===== config.mk =====
export PLATFORM = sky130hd
export DESIGN_NAME = lim_msg_gen
export DESIGN_NICKNAME = d
export VERILOG_FILES = /design/src/rtl/lim_pkg.sv /design/src/rtl/lim_req_stage.sv /design/src/rtl/lim_pin_track.sv /design/src/rtl/lim_msg_out.sv /design/src/rtl/lim_cfg_read.sv /design/src/rtl/lim_msg_gen.sv
export SDC_FILE = /design/constraint.sdc
export NUM_CORES = 1
export LEC_CHECK = 0
export ABC_AREA = 1
export CAP_MARGIN = 25
export CELL_PAD_IN_SITES_DETAIL_PLACEMENT = 1
export CELL_PAD_IN_SITES_GLOBAL_PLACEMENT = 1
export CORE_UTILIZATION = 38
export DETAILED_ROUTE_END_ITERATION = 8
export GPL_TIMING_DRIVEN = 0
export PLACE_DENSITY_LB_ADDON = 0.05
export SLEW_MARGIN = 15
export SYNTH_ARGS = -nofsm -noshare
export SYNTH_HDL_FRONTEND = slang
export SYNTH_HIERARCHICAL = 1
export SYNTH_SLANG_ARGS = --single-unit

===== constraint.sdc =====
create_clock -name clk -period 3.5 [get_ports clk]
set_input_delay 0.525 -clock clk [delete_from_list [all_inputs] [get_ports clk]]
set_output_delay 0.525 -clock clk [all_outputs]
set_load 0.02 [all_outputs]

===== src/rtl/lim_pkg.sv =====
package lim_pkg;
  localparam int NUM_PINS = 4;
  localparam int PIN_W    = 3;
  localparam int LINE_W   = 8;
  localparam int CFG_W    = 16;

  typedef logic [PIN_W-1:0] pin_code_t;

  typedef enum logic {
    MSG_DEASSERT = 1'b0,
    MSG_ASSERT   = 1'b1
  } msg_kind_t;

  function automatic logic pin_code_ok(input pin_code_t code);
    return (code >= 3'd1) && (code <= 3'd4);
  endfunction

  function automatic pin_code_t idx_to_code(input logic [1:0] idx);
    return pin_code_t'({1'b0, idx}) + 3'd1;
  endfunction
endpackage


===== src/rtl/lim_req_stage.sv =====
module lim_req_stage
  import lim_pkg::*;
#(
  parameter int NUM_FUNC = 2,
  parameter logic [PIN_W*NUM_FUNC-1:0] FUNC_PIN = {3'd1, 3'd1}
) (
  input  logic                clk,
  input  logic                rst,
  input  logic [NUM_FUNC-1:0] irq_req,
  input  logic [NUM_FUNC-1:0] irq_dis,
  output logic [NUM_PINS-1:0] pin_lvl
);
  logic [NUM_FUNC-1:0] req_q;

  // Registered, masked copy of each request in the message domain.
  for (genvar f = 0; f < NUM_FUNC; f++) begin : g_func
    localparam pin_code_t CODE = FUNC_PIN[PIN_W*f +: PIN_W];
    localparam logic      LIVE = pin_code_ok(CODE);
    always_ff @(posedge clk) begin
      if (rst) req_q[f] <= 1'b0;
      else     req_q[f] <= irq_req[f] & ~irq_dis[f] & LIVE;
    end
  end

  // Aggregate level per wire: OR of the functions mapped onto it.
  always_comb begin
    pin_lvl = '0;
    for (int p = 0; p < NUM_PINS; p++) begin
      for (int f = 0; f < NUM_FUNC; f++) begin
        if (req_q[f] && FUNC_PIN[PIN_W*f +: PIN_W] == idx_to_code(2'(p)))
          pin_lvl[p] = 1'b1;
      end
    end
  end
endmodule


===== src/rtl/lim_pin_track.sv =====
module lim_pin_track #(
  parameter int PEND_DEPTH = 4
) (
  input  logic clk,
  input  logic rst,
  input  logic lvl,
  input  logic pop,
  output logic pend,
  output logic next_kind
);
  localparam int CW = $clog2(PEND_DEPTH + 1);

  logic          wire_q;
  logic          sent_lvl;
  logic [CW-1:0] cnt;
  logic          toggle;

  assign toggle    = lvl ^ wire_q;
  assign pend      = (cnt != '0);
  assign next_kind = ~sent_lvl;

  always_ff @(posedge clk) begin
    if (rst) begin
      wire_q   <= 1'b0;
      sent_lvl <= 1'b0;
      cnt      <= '0;
    end else begin
      wire_q <= lvl;
      if (pop) sent_lvl <= ~sent_lvl;
      case ({toggle, pop})
        2'b10:   cnt <= cnt + 1'b1;
        2'b01:   cnt <= cnt - 1'b1;
        default: cnt <= cnt;
      endcase
    end
  end

  // a new change must find room in the record
  p_no_overflow_r8: assert property (@(posedge clk) disable iff (rst)
    (toggle && !pop) |-> (cnt < CW'(PEND_DEPTH)));

  // level last sent plus unsent changes reproduces the wire state
  p_level_track_r2: assert property (@(posedge clk) disable iff (rst)
    (sent_lvl ^ cnt[0]) == wire_q);
endmodule


===== src/rtl/lim_msg_out.sv =====
module lim_msg_out
  import lim_pkg::*;
(
  input  logic                clk,
  input  logic                rst,
  input  logic [NUM_PINS-1:0] pend,
  input  logic [NUM_PINS-1:0] kind,
  output logic [NUM_PINS-1:0] pop,
  output logic                msg_valid,
  input  logic                msg_ready,
  output logic                msg_kind,
  output pin_code_t           msg_pin
);
  localparam int IDX_W = $clog2(NUM_PINS);

  logic [IDX_W-1:0] ptr;
  logic [IDX_W-1:0] grant;
  logic             any;
  logic             load;

  assign load = !msg_valid || msg_ready;

  // Round-robin pick starting after the last served wire.
  always_comb begin
    logic [IDX_W-1:0] cand;
    grant = '0;
    any   = 1'b0;
    for (int i = 0; i < NUM_PINS; i++) begin
      cand = IDX_W'(ptr + IDX_W'(i) + 1'b1);
      if (!any && pend[cand]) begin
        any   = 1'b1;
        grant = cand;
      end
    end
  end

  always_comb begin
    pop = '0;
    if (load && any) pop[grant] = 1'b1;
  end

  always_ff @(posedge clk) begin
    if (rst) begin
      msg_valid <= 1'b0;
      msg_kind  <= 1'b0;
      msg_pin   <= '0;
      ptr       <= IDX_W'(NUM_PINS - 1);
    end else if (load) begin
      msg_valid <= any;
      if (any) begin
        msg_kind <= kind[grant];
        msg_pin  <= idx_to_code(grant);
        ptr      <= grant;
      end
    end
  end

  // an offered message stays put until taken
  p_hold_stable_r7: assert property (@(posedge clk) disable iff (rst)
    (msg_valid && !msg_ready) |=> (msg_valid && $stable(msg_kind) && $stable(msg_pin)));

  // only defined wire codes leave the block
  p_pin_code_r3: assert property (@(posedge clk) disable iff (rst)
    msg_valid |-> (msg_pin >= 3'd1 && msg_pin <= 3'd4));
endmodule


===== src/rtl/lim_cfg_read.sv =====
module lim_cfg_read
  import lim_pkg::*;
#(
  parameter int NUM_FUNC = 2,
  parameter logic [PIN_W*NUM_FUNC-1:0]  FUNC_PIN  = {3'd1, 3'd1},
  parameter logic [LINE_W*NUM_FUNC-1:0] FUNC_LINE = {8'hFF, 8'd5},
  parameter int SEL_W = 1
) (
  input  logic             clk,
  input  logic             rst,
  input  logic [SEL_W-1:0] cfg_sel,
  output logic [CFG_W-1:0] cfg_rdata
);
  localparam int PAD_W = CFG_W - PIN_W - LINE_W;

  always_ff @(posedge clk) begin
    if (rst) begin
      cfg_rdata <= '0;
    end else begin
      cfg_rdata <= '0;
      for (int f = 0; f < NUM_FUNC; f++) begin
        if (cfg_sel == SEL_W'(f))
          cfg_rdata <= {{PAD_W{1'b0}}, FUNC_PIN[PIN_W*f +: PIN_W],
                        FUNC_LINE[LINE_W*f +: LINE_W]};
      end
    end
  end
endmodule


===== src/rtl/lim_msg_gen.sv =====
module lim_msg_gen
  import lim_pkg::*;
#(
  parameter int NUM_FUNC   = 2,
  parameter int PEND_DEPTH = 4,
  parameter logic [PIN_W*NUM_FUNC-1:0]  FUNC_PIN  = {3'd1, 3'd1},
  parameter logic [LINE_W*NUM_FUNC-1:0] FUNC_LINE = {8'hFF, 8'd5},
  localparam int SEL_W = (NUM_FUNC > 1) ? $clog2(NUM_FUNC) : 1
) (
  input  logic                clk,
  input  logic                rst,
  input  logic [NUM_FUNC-1:0] irq_req,
  input  logic [NUM_FUNC-1:0] irq_dis,
  output logic                msg_valid,
  input  logic                msg_ready,
  output logic                msg_kind,
  output logic [PIN_W-1:0]    msg_pin,
  input  logic [SEL_W-1:0]    cfg_sel,
  output logic [CFG_W-1:0]    cfg_rdata
);
  logic [NUM_PINS-1:0] pin_lvl;
  logic [NUM_PINS-1:0] pend;
  logic [NUM_PINS-1:0] kind;
  logic [NUM_PINS-1:0] pop;

  lim_req_stage #(
    .NUM_FUNC (NUM_FUNC),
    .FUNC_PIN (FUNC_PIN)
  ) u_req (
    .clk     (clk),
    .rst     (rst),
    .irq_req (irq_req),
    .irq_dis (irq_dis),
    .pin_lvl (pin_lvl)
  );

  for (genvar p = 0; p < NUM_PINS; p++) begin : g_pin
    lim_pin_track #(
      .PEND_DEPTH (PEND_DEPTH)
    ) u_track (
      .clk       (clk),
      .rst       (rst),
      .lvl       (pin_lvl[p]),
      .pop       (pop[p]),
      .pend      (pend[p]),
      .next_kind (kind[p])
    );
  end

  lim_msg_out u_out (
    .clk       (clk),
    .rst       (rst),
    .pend      (pend),
    .kind      (kind),
    .pop       (pop),
    .msg_valid (msg_valid),
    .msg_ready (msg_ready),
    .msg_kind  (msg_kind),
    .msg_pin   (msg_pin)
  );

  lim_cfg_read #(
    .NUM_FUNC  (NUM_FUNC),
    .FUNC_PIN  (FUNC_PIN),
    .FUNC_LINE (FUNC_LINE),
    .SEL_W     (SEL_W)
  ) u_cfg (
    .clk       (clk),
    .rst       (rst),
    .cfg_sel   (cfg_sel),
    .cfg_rdata (cfg_rdata)
  );
endmodule


# Word-level counts from Yosys, hierarchy flattened
# Index checks and enable logic that the tools add are counted.
[word_totals]
ff_bits = 42
latchBits = 0
ramBits = 0
romBits = 0
output_inout_bits = 21
mem_count = 0
[op_classes]
add_sub_neg = 12
n_mul = 0
div = 0
order_cmp = 6
n_eq_ne = 2
n_shift = 0
muxes = 25
bitwise_logic = 9
n_reduce_logical = 16
[ops]
columns = ["op", "count"]
rows = [
  ["$lt 2x3->1 const B", 5],
  ["$mux 1", 12],
  ["$reduce_bool 3->1", 4],
  ["$sub 3x1->3 const B", 4],
  ["$bmux 1 s2", 5],
  ["$add 2x1->2 const B", 4],
  ["$mux 2", 4],
  ["$mux 8", 1],
  ["$not 1->1", 6],
  ["$pmux 3 s2", 1],
  ["$logic_and 1x1->1", 5],
  ["$add 2x2->2 const B", 2],
  ["$logic_not 1->1", 4],
  ["$mux 4", 1],
  ["$add 2x1->3 const B", 1],
  ["$add 3x1->3 const B", 1],
  ["$and 1x1->1", 2],
  ["$demux 1 s2", 1],
  ["$eq 2x1->1 const B", 1],
  ["$eq 2x2->1 const B", 1],
  ["$ge 2x1->1 const B", 1],
  ["$reduce_and 2->1", 1],
  ["$reduce_bool 2->1", 1],
  ["$logic_or 1x1->1", 1],
  ["$xor 1x1->1", 1],
]

# Logic depth before layout (Yosys ltp)
[depth]
ltp_word = 20
mapped_depth = 19
mapped_depth_nobuf = 18

# Hierarchy
# Netlist, hierarchy kept.
[modules_own_cells]
columns = ["module", "instances", "cells_per_inst", "area_each_um2", "seq_area_each_um2"]
rows = [
  ["lim_pin_track", 4, 32, 245.2, 100.1],
  ["lim_msg_out", 1, 108, 633.1, 140.1],
  ["lim_cfg_read", 1, 20, 162.7, 40.0],
  ["lim_req_stage", 1, 12, 91.3, 40.0],
]

# Least setup slack after synthesis
# Ideal clock, no wire load.
[synth_path]
path_type = "register -> register"
start = "register g_pin[2].u_track.cnt[0]"
end = "register g_pin[2].u_track.cnt[2]"
t_arrival_ns = 2.479
t_required_ns = 3.436
setup_slack_ns = 0.958
path_stages_with_launch = 19
synth_period_minus_slack_ns = 2.542
cell_sequence = "dfxtp_1 or3_1 nand2_2 nand2_1 nand2_1 nand2_1 nor2_4 nand3_1 nand2_2 nand2_4 nand3_1 inv_1 ha_1 fa_1 nand2_1 nand2_1 nor2_1 nor2_1 nor2_1"
[synth_via]
elab_chain_len = 18
elab_cells_between_ends = 31
classes_between = "1 x add/sub; 2 x order compare; 19 x mux; 9 x reduce/logical"
[synth_rtl]
columns = ["element", "line_no", "source"]
rows = [
  ["start: declaration", "lim_pin_track.sv:15", "logic [CW-1:0] cnt;"],
  ["start signal: assignment", "lim_pin_track.sv:31", "2'b10: cnt <= cnt + 1'b1;"],
  ["start signal: assignment", "lim_pin_track.sv:32", "2'b01: cnt <= cnt - 1'b1;"],
  ["start signal: assignment", "lim_pin_track.sv:33", "default: cnt <= cnt;"],
  ["$reduce_bool 3->1 *", "lim_pin_track.sv:19", "assign pend = (cnt != '0);"],
  ["named net pend[2]", "lim_msg_gen.sv:22", "logic [NUM_PINS-1:0] pend;"],
  ["$bmux 1 s2", "lim_msg_out.sv:30", "if (!any && pend[cand]) begin"],
  ["$mux 1 (implied by the code)", "lim_msg_out.sv:30", ""],
  ["$mux 1", "lim_msg_out.sv:30", ""],
  ["$logic_not 1->1", "lim_msg_out.sv:30", ""],
  ["$logic_and 1x1->1", "lim_msg_out.sv:30", ""],
  ["$mux 1", "lim_msg_out.sv:30", ""],
  ["[... 4 more ...]", "n/a", ""],
  ["$logic_and 1x1->1", "lim_msg_out.sv:30", ""],
  ["$mux 2", "lim_msg_out.sv:30", ""],
  ["$lt 2x3->1 (implied by the code) / $ge 2x1->1 (equally long branches)", "lim_msg_out.sv:39", "if (load && any) pop[grant] = 1'b1;"],
  ["$logic_and 1x1->1 (implied by the code)", "lim_msg_out.sv:39", ""],
  ["$mux 1 (implied by the code)", "lim_msg_out.sv:39", ""],
  ["$demux 1 s2", "n/a", ""],
  ["$mux 4 *", "lim_msg_out.sv:39", ""],
  ["named net pop[2]", "lim_msg_gen.sv:24", "logic [NUM_PINS-1:0] pop;"],
]
# The timed path passes the listed nets; every way through them passes the cells marked *. The select of a mux whose other input is x is not followed.
# A chain may end at the register's enable or synchronous reset.

# Worst setup path after layout
# Same ends and word-level chain as after synthesis.

==> results.cfg <==
[sta]
rsz0062_at_grt = no
finClkSkew_ns = 0.00480
slew_viol_final = 0
finalSetupViolations = 0
fin_crit_sh_pct = 81.7
worstMarginPinSlew_ns = 0.782
fin_setup_tns_ns = 0
fmax_mhz = 350
slew_headroom_pct = 47.7
finalHoldViolCount = 0
setup_slack_ns = 0.640
fin_crit_ns = 2.86
whs_ns = 0.478

[cells_and_area]
layout.nets = 320
drive_gt1_share_pct = 16.1
final_util_pct = 48.1
diodes = 0
area_delta_synth_final_pct = 21.7
seq_area_um2 = 621
multiInputGateArea_um2 = 966
num-fill-cells = 631

[placement]
post-place-ws_ns = 0.639
gp_congestion = 0.734
hpwl_um = 2990
io_buffers = 21

[yosys]
ys_types = 26
synth-edff-count = 0
synth_top_area_share_pct = 33.2
synthAdderAreaFrac_pct = 6.97
ys_ff_latch = 31
synthMuxAreaShare_pct = 0
synthSimpleGateAreaFrac_pct = 33.5
synth_common_cells = 50 x nand2_1, 50 x nor2_1, 37 x inv_1, 31 x dfxtp_1, 17 x buf_4
synth.area.top_cells = dfxtp_1 33%, nand2_1 10%, nor2_1 10%
synthFlopType = dfxtp_1
synth-compound-area-share_pct = 5.49
synthCells = 268
yosysWarnings = 6
synthXorXnorAreaFrac_pct = 3.75
synth_area_leader_cell = dfxtp_1
ys_seq_area_share_pct = 33.2
synth_top_family_by_area = simple AND/OR/NAND/NOR gates
netlist_area_mm2 = 0.00187
avgSynthCellArea_um2 = 6.97
async_flop_share_pct = 0

[critical_path]
worstSetupEndpointType = flip-flop
crit_buf_inv = 3
path_max_fanout = 9
crit_type = reg -> reg
cpMostUsedCell = nand2_1
critPathCapture = g_pin[2].u_track/cnt[2]
slowest_delay_ns = 0.44
crit_chain = or3_1, nand2_1, nand2_1, nand2_1, nand2_1, inv_1, nand3_2, nand2_4, inv_2, nand3_1, inv_1, ha_1, fa_1, nand2_1, nand2_1, nor2_1, nor2_1, nor2_1
r2r_setup_slack_ns = 0.64
cpMaxStageDelayCell = or3_1
r2r-start = g_pin[2].u_track/cnt[0]
reg2reg_to = g_pin[2].u_track/cnt[2]
worstPathArrival_ns = 3.08
crit_required_ns = 3.72
path_delay_family = simple AND/OR/NAND/NOR gates
critPathLaunch = g_pin[2].u_track/cnt[0]
path_depth = 18
reg2regPathDepth = 18
cp-start-kind = flip-flop

[floorplan]
io_pins = 29
die_h_um = 72.1
coreArea_mm2 = 0.00472
die_width_um = 72.1
dieArea_mm2 = 0.00520
rows = 25
start_util_pct = 39.5

[routing]
wl_um = 3690
initialDrtViolationCount = 25
wl_per_cell_um = 9.92
firstDrtPassIters = 4
num_vias = 1590
route.detailed.drc = 0
viasPerCell = 4.27
ant_nets = 0

[cts]
h-tree-depth = 2
post_cts_resized = 0
clk_pin_slew_ns = 0.06
cts_tree = yes
clock_path_buffers = 2
cts_buffers = 5
root_buffer = clkbuf_8
cts_sinks = 31
ctsHoldBuffers = 0
worstSkewPairLatency_ns = 0.27
post_cts_buffers = 0

[grt]
grt_pass1_vias = 1481
antenna_found_initial = 0
grt_usage_pct = 15.4
grt_overflow_total = 0
grt_pass1_wl_um = 6220
grt_max_degree = 21

[worst_hold_path]
hp-class = reg -> reg
hold_start = u_out/msg_pin[0]

[job]
maxCapViolations = 0

[run_status]
status = finished clean
-- per-stage QoR --
| stage | cells | cell area (µm²) |
|---|---|---|
| 2_1_floorplan | 276 | 1900 |
| 3_5_place_dp | 364 | 2190 |
| 4_1_cts | 372 | 2270 |
| 6_report | 372 | 2270 |
| 5_1_grt | 372 | 2270 |
| 3_3_place_gp | 364 | 2190 |
-- sequential cells by signal, summed over array words and instances (netlist names) --
| name | flops |
|---|---|
| u_out/msg_valid | 1 |
| u_req/req_q | 2 |
| g_pin.u_track/wire_q | 4 |
| u_out/msg_pin | 3 |
| u_cfg/cfg_rdata | 2 |
| g_pin.u_track/cnt | 12 |
| u_out/ptr | 2 |
| g_pin.u_track/sent_lvl | 4 |
| u_out/msg_kind | 1 |
-- how the worst min path moves through the flow --
| stage | depth (start not counted) | to |
|---|---|---|
| final | 1 | u_out/msg_pin[0] |
| after global routing | 1 | u_out/msg_pin[0] |
| after CTS | 1 | u_out/msg_pin[0] |
| after detailed placement | 1 | u_out/msg_pin[0] |
| after global placement | 1 | u_out/msg_pin[0] |
| after floorplan | 1 | g_pin[0].u_track/cnt[0] |
-- cell usage in the layout, fill, tap and decap left out, types with 3 or more instances in the layout --
cell type,instances
clkbuf_8,5
ha_1,4
inv_1,37
nor2_1,50
or3_1,4
nand2_1,50
nor2_2,3
o21ai_0,10
clkdlybuf4s50_1,21
inv_2,6
nand4_1,6
nand3_1,9
dfxtp_1,31
fa_1,4
nand2_2,10
buf_4,17
a21oi_1,6
xnor2_1,8
conb_1,10
-- worst reg2reg max path, delay by kind of cell (launching register included) --
kind,cells,cell delay [ns]
and+or+nand+nor,13,1.49
adders and majority gates,2,0.67
DFF,1,0.35
buffers and inverters,3,0.28
-- kinds of logic after synthesis --
family	after synthesis
AOI/OAI and AO/OA	19
xor gates and xnor gates	8
adders and majority gates	8
buffers and inverters	62
DFF	31
other	2
and+or+nand+nor	138
-- per-layer routing --
metal	track usage (%)	routed length [µm]
met1	19.1	1810
met2	26.0	1750
met3	2.92	78
met4	7.19	55
met5	0	0
-- cell type report --
| cell class | instances | share of cell area (%) |
|---|---|---|
| multi-input combinational | 183 | 42.5 |
| sequential | 31 | 27.3 |
| timing repair buffer | 21 | 9.25 |
| inverter | 44 | 7.59 |
| buffer | 18 | 6.11 |
| tap | 67 | 3.69 |
| clock buffer | 7 | 3.36 |
| clock inverter | 1 | 0.220 |
Power is left out: the tool's default activity adds up to more than one toggle a clock period on the data nets, which glitch-free logic cannot reach.
